===== src/rtl/txcmd_pkg.sv =====
package txcmd_pkg;
  localparam int CMD_W    = 16;
  localparam int NUM_REGS = 9;
  localparam int STAT_W   = 6;
  localparam int IDX_W    = 4;

  localparam logic [IDX_W-1:0] IDX_CFG    = 4'd0;
  localparam logic [IDX_W-1:0] IDX_FREQ   = 4'd1;
  localparam logic [IDX_W-1:0] IDX_PWR    = 4'd2;
  localparam logic [IDX_W-1:0] IDX_FIFO   = 4'd3;
  localparam logic [IDX_W-1:0] IDX_RATE   = 4'd4;
  localparam logic [IDX_W-1:0] IDX_CLKDIV = 4'd5;
  localparam logic [IDX_W-1:0] IDX_WAKE   = 4'd6;
  localparam logic [IDX_W-1:0] IDX_XWAKE  = 4'd7;
  localparam logic [IDX_W-1:0] IDX_XFEAT  = 4'd8;
  localparam logic [IDX_W-1:0] IDX_NONE   = 4'd15;

  localparam logic [7:0]  STREAM_CODE = 8'hC6;
  localparam int          FE_BIT      = 7;
  localparam logic [11:0] FREQ_MIN    = 12'd96;
  localparam logic [11:0] FREQ_MAX    = 12'd3903;

  // Power-on value of each register slot
  function automatic logic [CMD_W-1:0] default_word(input int unsigned idx);
    logic [CMD_W-1:0] w;
    case (idx)
      0:       w = 16'h9082;
      1:       w = 16'hAD57;
      2:       w = 16'hC002;
      3:       w = 16'hCE00;
      4:       w = 16'hC813;
      5:       w = 16'hC213;
      6:       w = 16'hE196;
      7:       w = 16'hC300;
      8:       w = 16'hB0CA;
      default: w = '0;
    endcase
    return w;
  endfunction

  // Map a received word to its register slot by prefix
  function automatic logic [IDX_W-1:0] decode_word(input logic [CMD_W-1:0] w);
    logic [IDX_W-1:0] r;
    case (w[15:12])
      4'h9:    r = IDX_CFG;
      4'hA:    r = IDX_FREQ;
      4'hE:    r = IDX_WAKE;
      default: begin
        case (w[15:8])
          8'hC0:   r = IDX_PWR;
          8'hCE:   r = IDX_FIFO;
          8'hC8:   r = IDX_RATE;
          8'hC2:   r = IDX_CLKDIV;
          8'hC3:   r = IDX_XWAKE;
          8'hB0:   r = IDX_XFEAT;
          default: r = IDX_NONE;
        endcase
      end
    endcase
    return r;
  endfunction

  function automatic logic freq_ok(input logic [11:0] f);
    return (f >= FREQ_MIN) && (f <= FREQ_MAX);
  endfunction
endpackage


===== src/rtl/txcmd_sync.sv =====
module txcmd_sync #(
  parameter int STAGES = 2
) (
  input  logic clk,
  input  logic rst,
  input  logic sck_i,
  input  logic sdi_i,
  input  logic sel_n_i,
  output logic sck_rise,
  output logic sck_fall,
  output logic sdi_s,
  output logic sel_act,
  output logic sel_begin,
  output logic sel_end
);
  localparam int TOP = STAGES - 1;

  logic [STAGES-1:0] sck_p;
  logic [STAGES-1:0] sdi_p;
  logic [STAGES-1:0] seln_p;
  logic              sck_d;
  logic              act_d;

  if (STAGES == 1) begin : g_single
    always_ff @(posedge clk) begin
      if (rst) begin
        sck_p  <= '0;
        sdi_p  <= '0;
        seln_p <= '1;
      end else begin
        sck_p  <= sck_i;
        sdi_p  <= sdi_i;
        seln_p <= sel_n_i;
      end
    end
  end else begin : g_chain
    always_ff @(posedge clk) begin
      if (rst) begin
        sck_p  <= '0;
        sdi_p  <= '0;
        seln_p <= '1;
      end else begin
        sck_p  <= {sck_p[STAGES-2:0], sck_i};
        sdi_p  <= {sdi_p[STAGES-2:0], sdi_i};
        seln_p <= {seln_p[STAGES-2:0], sel_n_i};
      end
    end
  end

  always_ff @(posedge clk) begin
    if (rst) begin
      sck_d <= 1'b0;
      act_d <= 1'b0;
    end else begin
      sck_d <= sck_p[TOP];
      act_d <= ~seln_p[TOP];
    end
  end

  assign sck_rise  = sck_p[TOP] & ~sck_d;
  assign sck_fall  = ~sck_p[TOP] & sck_d;
  assign sdi_s     = sdi_p[TOP];
  assign sel_act   = ~seln_p[TOP];
  assign sel_begin = sel_act & ~act_d;
  assign sel_end   = ~sel_act & act_d;
endmodule


===== src/rtl/txcmd_shift.sv =====
module txcmd_shift
  import txcmd_pkg::*;
(
  input  logic             clk,
  input  logic             rst,
  input  logic             frame_en,
  input  logic             sck_rise,
  input  logic             sdi_s,
  input  logic             sel_end,
  input  logic             fifo_en,
  output logic             word_vld,
  output logic [CMD_W-1:0] word_q,
  output logic             fifo_wr,
  output logic             fifo_din
);
  localparam int CNT_MAX = CMD_W + 1;
  localparam int CNT_W   = $clog2(CNT_MAX + 1);

  logic [CMD_W-1:0] sh;
  logic [CNT_W-1:0] cnt;
  logic             stream;
  logic [7:0]       head;

  assign head = {sh[6:0], sdi_s};

  always_ff @(posedge clk) begin
    if (rst) begin
      sh       <= '0;
      cnt      <= '0;
      stream   <= 1'b0;
      fifo_wr  <= 1'b0;
      fifo_din <= 1'b0;
      word_vld <= 1'b0;
      word_q   <= '0;
    end else begin
      fifo_wr  <= 1'b0;
      word_vld <= 1'b0;
      if (sel_end) begin
        word_vld <= (cnt == CNT_W'(CMD_W)) && !stream;
        word_q   <= sh;
      end
      if (!frame_en) begin
        sh     <= '0;
        cnt    <= '0;
        stream <= 1'b0;
      end else if (sck_rise) begin
        sh <= {sh[CMD_W-2:0], sdi_s};
        if (cnt != CNT_W'(CNT_MAX)) cnt <= cnt + 1'b1;
        if (stream) begin
          fifo_wr  <= fifo_en;
          fifo_din <= sdi_s;
        end else if ((cnt == CNT_W'(7)) && (head == STREAM_CODE)) begin
          stream <= 1'b1;
        end
      end
    end
  end
endmodule


===== src/rtl/txcmd_status.sv =====
module txcmd_status
  import txcmd_pkg::*;
(
  input  logic              clk,
  input  logic              rst,
  input  logic [STAT_W-2:0] ev_i,
  input  logic              sel_act,
  input  logic              sel_begin,
  input  logic              sck_fall,
  input  logic              rd_clr,
  output logic              sdo
);
  logic [STAT_W-1:0] flags;
  logic [CMD_W-1:0]  out_sh;

  always_ff @(posedge clk) begin
    if (rst) begin
      flags <= STAT_W'(1);
    end else if (rd_clr) begin
      flags <= {ev_i, 1'b0};
    end else begin
      flags <= flags | {ev_i, 1'b0};
    end
  end

  always_ff @(posedge clk) begin
    if (rst) begin
      out_sh <= '0;
      sdo    <= 1'b0;
    end else if (!sel_act) begin
      out_sh <= '0;
      sdo    <= 1'b0;
    end else if (sel_begin) begin
      out_sh <= {flags, (CMD_W-STAT_W)'(0)};
      sdo    <= flags[STAT_W-1];
    end else if (sck_fall) begin
      out_sh <= {out_sh[CMD_W-2:0], 1'b0};
      sdo    <= out_sh[CMD_W-2];
    end
  end
endmodule


===== src/rtl/txcmd_regs.sv =====
module txcmd_regs
  import txcmd_pkg::*;
(
  input  logic                             clk,
  input  logic                             rst,
  input  logic                             wr_vld,
  input  logic [CMD_W-1:0]                 wr_word,
  output logic [NUM_REGS-1:0][CMD_W-1:0]   reg_q
);
  logic [IDX_W-1:0] wr_idx;
  logic             accept;

  assign wr_idx = decode_word(wr_word);
  assign accept = wr_vld && ((wr_idx != IDX_FREQ) || freq_ok(wr_word[11:0]));

  for (genvar g = 0; g < NUM_REGS; g++) begin : g_slot
    logic [CMD_W-1:0] q;
    always_ff @(posedge clk) begin
      if (rst) begin
        q <= default_word(g);
      end else if (accept && (wr_idx == IDX_W'(g))) begin
        q <= wr_word;
      end
    end
    assign reg_q[g] = q;
  end
endmodule


===== src/rtl/txcmd_decoder.sv =====
module txcmd_decoder
  import txcmd_pkg::*;
#(
  parameter int SYNC_STAGES = 2,
  parameter int HOLD_CYC    = 64
) (
  input  logic                           clk,
  input  logic                           rst,
  input  logic                           spi_sck,
  input  logic                           spi_sdi,
  input  logic                           spi_sel_n,
  output logic                           spi_sdo,
  input  logic                           flag_fifo_low,
  input  logic                           flag_fifo_empty,
  input  logic                           flag_fifo_ovf,
  input  logic                           flag_low_batt,
  input  logic                           flag_wake,
  output logic [NUM_REGS-1:0][CMD_W-1:0] reg_q,
  output logic                           fifo_wr,
  output logic                           fifo_din
);
  localparam int HOLD_W = $clog2(HOLD_CYC + 1);

  logic              sck_rise, sck_fall, sdi_s;
  logic              sel_act, sel_begin, sel_end;
  logic              frame_en, hold;
  logic [HOLD_W-1:0] hold_cnt;
  logic              word_vld;
  logic [CMD_W-1:0]  word_q;
  logic              rd_clr;

  always_ff @(posedge clk) begin
    if (rst) begin
      hold_cnt <= HOLD_W'(HOLD_CYC);
    end else if (hold_cnt != '0) begin
      hold_cnt <= hold_cnt - 1'b1;
    end
  end

  assign hold     = (hold_cnt != '0);
  assign frame_en = sel_act & ~hold;
  assign rd_clr   = word_vld && (word_q == '0);

  txcmd_sync #(.STAGES(SYNC_STAGES)) u_sync (
    .clk       (clk),
    .rst       (rst),
    .sck_i     (spi_sck),
    .sdi_i     (spi_sdi),
    .sel_n_i   (spi_sel_n),
    .sck_rise  (sck_rise),
    .sck_fall  (sck_fall),
    .sdi_s     (sdi_s),
    .sel_act   (sel_act),
    .sel_begin (sel_begin),
    .sel_end   (sel_end)
  );

  txcmd_shift u_shift (
    .clk      (clk),
    .rst      (rst),
    .frame_en (frame_en),
    .sck_rise (sck_rise),
    .sdi_s    (sdi_s),
    .sel_end  (sel_end),
    .fifo_en  (reg_q[IDX_FIFO][FE_BIT]),
    .word_vld (word_vld),
    .word_q   (word_q),
    .fifo_wr  (fifo_wr),
    .fifo_din (fifo_din)
  );

  txcmd_status u_status (
    .clk       (clk),
    .rst       (rst),
    .ev_i      ({flag_fifo_low, flag_fifo_empty, flag_fifo_ovf, flag_low_batt, flag_wake}),
    .sel_act   (sel_act),
    .sel_begin (sel_begin),
    .sck_fall  (sck_fall),
    .rd_clr    (rd_clr),
    .sdo       (spi_sdo)
  );

  txcmd_regs u_regs (
    .clk     (clk),
    .rst     (rst),
    .wr_vld  (word_vld),
    .wr_word (word_q),
    .reg_q   (reg_q)
  );
endmodule


===== config.mk =====
export PLATFORM = sky130hd
export DESIGN_NAME = txcmd_decoder
export DESIGN_NICKNAME = d
export VERILOG_FILES = /design/src/rtl/txcmd_pkg.sv /design/src/rtl/txcmd_sync.sv /design/src/rtl/txcmd_shift.sv /design/src/rtl/txcmd_status.sv /design/src/rtl/txcmd_regs.sv /design/src/rtl/txcmd_decoder.sv
export SDC_FILE = /design/constraint.sdc
export NUM_CORES = 1
export LEC_CHECK = 0
export CAP_MARGIN = 20
export CORE_ASPECT_RATIO = 0.7
export CORE_UTILIZATION = 54
export CTS_BUF_LIST = sky130_fd_sc_hd__clkbuf_16
export DETAILED_ROUTE_END_ITERATION = 8
export PLACE_DENSITY = 0.94
export SLEW_MARGIN = 30
export SYNTH_ARGS = -nofsm -noshare
export SYNTH_HDL_FRONTEND = slang
export SYNTH_SLANG_ARGS = --single-unit

===== constraint.sdc =====
create_clock -name clk -period 5.1 [get_ports clk]
set_clock_uncertainty 0.15 [all_clocks]
set_input_delay 1.02 -clock clk [delete_from_list [all_inputs] [get_ports clk]]
set_output_delay 1.02 -clock clk [all_outputs]
set_load 0.005 [all_outputs]

# After elaboration in Yosys (flattened, before gate mapping)
# Index checks and enable logic that the tools add are counted.
# op_classes
mux	9
order_cmp	2
add_sub_neg	2
n_shift	0
eq_ne	22
div	0
multipliers	0
bitwise	15
reduce_logical	26
# op_table
op	count
$eq 8x8->1 const B	7
$mux 15	2
$pmux 4 s6	1
$eq 4x3->1 const B	4
$eq 4x4->1 const B	4
$logic_not 16->1	1
$logic_and 1x1->1	14
$ge 12x7->1 const B	1
$le 12x12->1 const B	1
$pmux 4 s3	1
$not 1->1	9
$eq 4x2->1 const B	2
$reduce_bool 7->1	1
$sub 7x1->7 const B	1
$mux 6	1
$or 6x6->6	1
$reduce_or 2->1	3
$add 5x1->5 const B	1
$and 1x1->1	5
$eq 5x3->1 const B	1
$eq 5x5->1 const B	1
$ne 5x5->1 const B	1
$eq 4x1->1 const B	1
$logic_not 4->1	1
8 further kinds	11
# word_totals
n_memories	0
regBits	212
latch_bits	0
inputBits	10
ram_bits	0
romBits	0
word_cells	101
output_inout_bits	147

# Longest topological paths before layout
# logic_depth
ltp_word	7
mapped_depth	7
depth_no_buf	7

# Modules after synthesis
# From an unflattened synthesis, not the netlist that was laid out.
# unflattened
cells_unflattened	748
area_unflattened_um2	7693.6
# by_module_without_submodules
module	seq_area_each_um2	instances	cells_per_inst	area_per_inst_um2
txcmd_regs	2882.8	1	482	5004.8
txcmd_shift	820.8	1	151	1564.0
txcmd_status	240.2	1	50	490.5
txcmd_decoder	140.1	1	44	400.4
txcmd_sync	160.2	1	21	234.0

# Worst setup path before layout
# OpenSTA, ideal clock, no wires.
# synth_path
kind	input-to-reg
start	in rst
end	reg u_regs.g_slot[5].q[2]
setup_ps	128
path_slack_ps	3013
arrival_time_ps	1809
path_buffers	3
required_time_ps	4822
path_stages	4
cell_sequence	buf_2 -> clkbuf_1 -> clkbuf_1 -> nor2_1
# synth_lines
element	line_no	source
start, declared	txcmd_decoder.sv:8	input logic rst,
end signal, assigned	txcmd_regs.sv:20	q <= default_word(g);
end signal, assigned	txcmd_regs.sv:22	q <= wr_word;
end, declared	txcmd_regs.sv:17	logic [CMD_W-1:0] q;
# No word-level cell between the ends.

# Worst setup path after layout
# layout_path
start	reg u_regs.g_slot[3].q[7]
end	out reg_q[55] in the netlist's numbering
# layout_lines
element	line_no	source
start, declared	txcmd_regs.sv:17	
start signal, assigned	txcmd_regs.sv:20	
start signal, assigned	txcmd_regs.sv:22	
end, declared	txcmd_decoder.sv:18	output logic [NUM_REGS-1:0][CMD_W-1:0] reg_q,
# No word-level cell between the ends.

==> results.md <==
* Vias in the first global route at approximately 5500
* Number of search-and-repair iterations in the first detailed-routing pass at 5
* Share of the yosys chip area belonging to registers at 56.6%
* Finished Core Util at roughly three quarters
* Count of H-tree levels built during CTS at 1
* Longest individual stage delay on the worst path at 540 ps
* Synth warn at 0
* Final total power at about 0.0033 W
* Per-cell via count in the routed design at around 5.3
* Most frequent cells after synthesis: 212 x sky130_fd_sc_hd__dfxtp_1, 99 x sky130_fd_sc_hd__nor2_1, 91 x sky130_fd_sc_hd__nand2_1, 60 x sky130_fd_sc_hd__mux2i_1, 47 x sky130_fd_sc_hd__a21oi_1
* Synth area leader: sky130_fd_sc_hd__dfxtp_1
* Post-CTS Hold Fix Bufs at 0
* Max-cap violations at 0
* Area of the mapped netlist at 7490 um2
* Antenna violations before repair at 0
* Dominant synthesized flop cell: sky130_fd_sc_hd__dfxtp_1
* Critical path type: register to output pin
* Async SR Flop Fraction at 0%
* Fraction of layout instances using a drive strength above 1 at 5.96%
* Max transition margin at 46.6%
* Reg area at 4240 um2
* Type of destination of the critical path: output pin
* Number of buffers added for setup after CTS at 0
* CP arrival at around 1500 ps
* Post-detailed-routing wire length at 18400 um
* Syn nets at between 700 and 800
* Number of placed cells counting well taps at around 1100
* Count leader, synth: sky130_fd_sc_hd__dfxtp_1
* Power Density at 341 nW/um2
* Number of fillers in the final layout at 882
* Most area-consuming cells after synthesis: sky130_fd_sc_hd__dfxtp_1 57%, sky130_fd_sc_hd__mux2i_1 8.0%, sky130_fd_sc_hd__nor2_1 5.0%, sky130_fd_sc_hd__nand2_1 4.6%, sky130_fd_sc_hd__a21oi_1 3.1%
* Avg Synthesized Cell Area at 9.81 um2
* Cell leakage power at 3.59 nW
* Routed wire length per instance at 16.8 um
* Placeable core region at 13400 um2
* Total via count in the routed design at 5834
* Final total negative setup slack at 0 ps
* CTS root buffer: sky130_fd_sc_hd__clkbuf_16
* Synth cell types at 47
* Post-route DRC violation count at 0
* Area taken by multi-input logic gates at 2950 um2
* Count of input and output buffers at 156
* CTS Buf Count at 20
* Number of clock sinks seen by CTS at 212
* Final hold violation count at 0
* TritonCTS clock tree: built
* Pin slew with the least headroom to its limit at 800 ps
* Total Routing Usage GR at 25.5%
* Ports placed on the boundary at 157
* WHS at 260 ps
* Unrepaired setup endpoints after global routing: no
* Post-Layout Cell Count at 1091
* Wire length of the first global-routing pass at 28700 um
* Routability congestion estimate from global placement at around 0.79
* Resize count post-CTS at 0
* Grt total ovfl at 0
* Fraction of the cycle the final worst path needs at 51.3%
* Largest net degree at the start of global routing at 96
* Type of the worst min-delay path: register to register
* Count of flip-flops with a built-in enable after synthesis at 0
* Register bit total from synthesis at 212
* Post-synth top area share at 56.6%
* Estimated wirelength of the detail-placed design at 12000 um
* Number of diodes at 0
* Final layout net count at 906
* Setup Viol. Count Final at 0
* Clk Latency, worst-skew pair at 490 ps
* First-iteration detailed-routing DRC count at 355
* Post-layout min period at between 2000 and 3000 ps
* Area of the die at ~14000 um2
* Max Buffers Root-to-Sink at 3
* Critical path cell sequence: clkdlybuf4s50_1
* Sum of buffers and inverters on the critical path at 1
* Die X-Extent at between 100 and 150 um
* Biggest fanout along the worst timing path at 3
* Run status: completed
* Count of pins over their slew limit at 0
* Kind of cell adding the most delay to the critical path: buffers and inverters
* Starting density of the core at 56.1%
* Required time of the critical path at 3930 ps
* Crit-path slowest cell: sky130_fd_sc_hd__clkdlybuf4s50_1
* Maximum vdd drop at 0.000222 V
* FMAX at 382 MHz
* Nature of the critical path startpoint: register
* Synthesis-to-layout area growth at 30.4%
* Antenna Nets Post-Route at 0
* CTS clk-pin slew, worst paths at 70 ps
* Die span in y at ~100 um
* Count of standard-cell rows at 35
* Number of instances in the synthesized netlist at 764
layer usage:
layer,global-route usage [%],vias up,wire length [um]
met5,0,-,0
met4,6.45,0,292
met3,5.23,24,1370
met2,42.3,224,8500
met1,34.2,2792,8210
li1,-,2794,-
placed cells by master, fill, tap and decap left out, types with 3 or more instances in the layout:
cell type,instances
sky130_fd_sc_hd__a2111oi_0,5
sky130_fd_sc_hd__or2_2,4
sky130_fd_sc_hd__and2_1,26
sky130_fd_sc_hd__nand4_1,5
sky130_fd_sc_hd__nor2_1,98
sky130_fd_sc_hd__dfxtp_1,212
sky130_fd_sc_hd__or3_1,17
sky130_fd_sc_hd__nand2b_1,26
sky130_fd_sc_hd__nand2_1,91
sky130_fd_sc_hd__nor2b_1,15
sky130_fd_sc_hd__a211o_1,20
sky130_fd_sc_hd__clkinvlp_4,3
sky130_fd_sc_hd__clkbuf_16,21
sky130_fd_sc_hd__buf_4,6
sky130_fd_sc_hd__xor2_1,4
sky130_fd_sc_hd__a21oi_1,47
sky130_fd_sc_hd__clkdlybuf4s50_1,155
sky130_fd_sc_hd__nor4b_1,3
sky130_fd_sc_hd__mux2i_1,60
sky130_fd_sc_hd__xnor2_1,6
sky130_fd_sc_hd__nor3_1,8
sky130_fd_sc_hd__nand3b_1,4
sky130_fd_sc_hd__nand4b_1,3
sky130_fd_sc_hd__inv_1,20
sky130_fd_sc_hd__nor3b_1,9
sky130_fd_sc_hd__ha_1,4
power by group:
group          total (W)  leakage, nW  switching [W]  internal, W
registers        0.00171         1.71      0.0000280      0.00169
logic           0.000146         1.54      0.0000812    0.0000648
clock network    0.00148        0.331       0.000622     0.000854
total            0.00334         3.59       0.000731      0.00260
cell type report:
| type | count | area share (%) |
|---|---|---|
| clock inverters | 15 | 1.37 |
| flip-flops and latches | 212 | 43.4 |
| inverters | 15 | 0.576 |
| multi-input cells | 480 | 30.2 |
| well taps | 185 | 2.37 |
| repair buffers | 163 | 16.7 |
| clock buffers | 21 | 5.38 |
worst paths after layout:
kind                                                    startpoint                                  end  slack [ps]  cells past startpoint
worst max-delay path            u_regs.g_slot[3].q[7]$_SDFFE_PP0P_                            reg_q[55]        2480                      1
worst min-delay path                   u_sync.seln_p[0]$_SDFF_PP1_          u_sync.seln_p[1]$_SDFF_PP1_         260                      1
worst max register to register      u_shift.word_q[8]$_SDFFE_PP0P_  u_regs.g_slot[8].q[14]$_SDFFE_PP0P_        2660                      5
worst min register to register         u_sync.seln_p[0]$_SDFF_PP1_          u_sync.seln_p[1]$_SDFF_PP1_         260                      1
registers in the layout (all words and copies together) (netlist names), 5 cells and up:
name / flops
u_shift.cnt: 5
u_shift.sh: 16
u_status.flags: 6
u_regs.g_slot.q: 144
u_shift.word_q: 16
hold_cnt: 7
u_status.out_sh: 5
cell families (layout without fill, tap and decap cells):
| kind of cell | count (synthesis) | in the layout | share of synthesized area [%] |
|---|---|---|---|
| AO/OA/AOI/OAI | 80 | 80 | 7.11 |
| multiplexers | 60 | 60 | 8.02 |
| AND/OR/NAND/NOR | 326 | 326 | 22.2 |
| adder cells (fa/ha/maj) | 4 | 4 | 0.668 |
| flip-flops | 212 | 212 | 56.6 |
| buffers and inverters | 72 | 214 | 4.16 |
| XOR/XNOR | 10 | 10 | 1.17 |
stage by stage:
step                cell area (um2)  setup slack (ps)
floorplan                      7490              3010
global placement               9090              2410
detailed placement             9100              2350
CTS                            9760              2470
global route                   9770              2430
finish                         9770              2480
No activity file was read; power rests on OpenSTA's default activity.
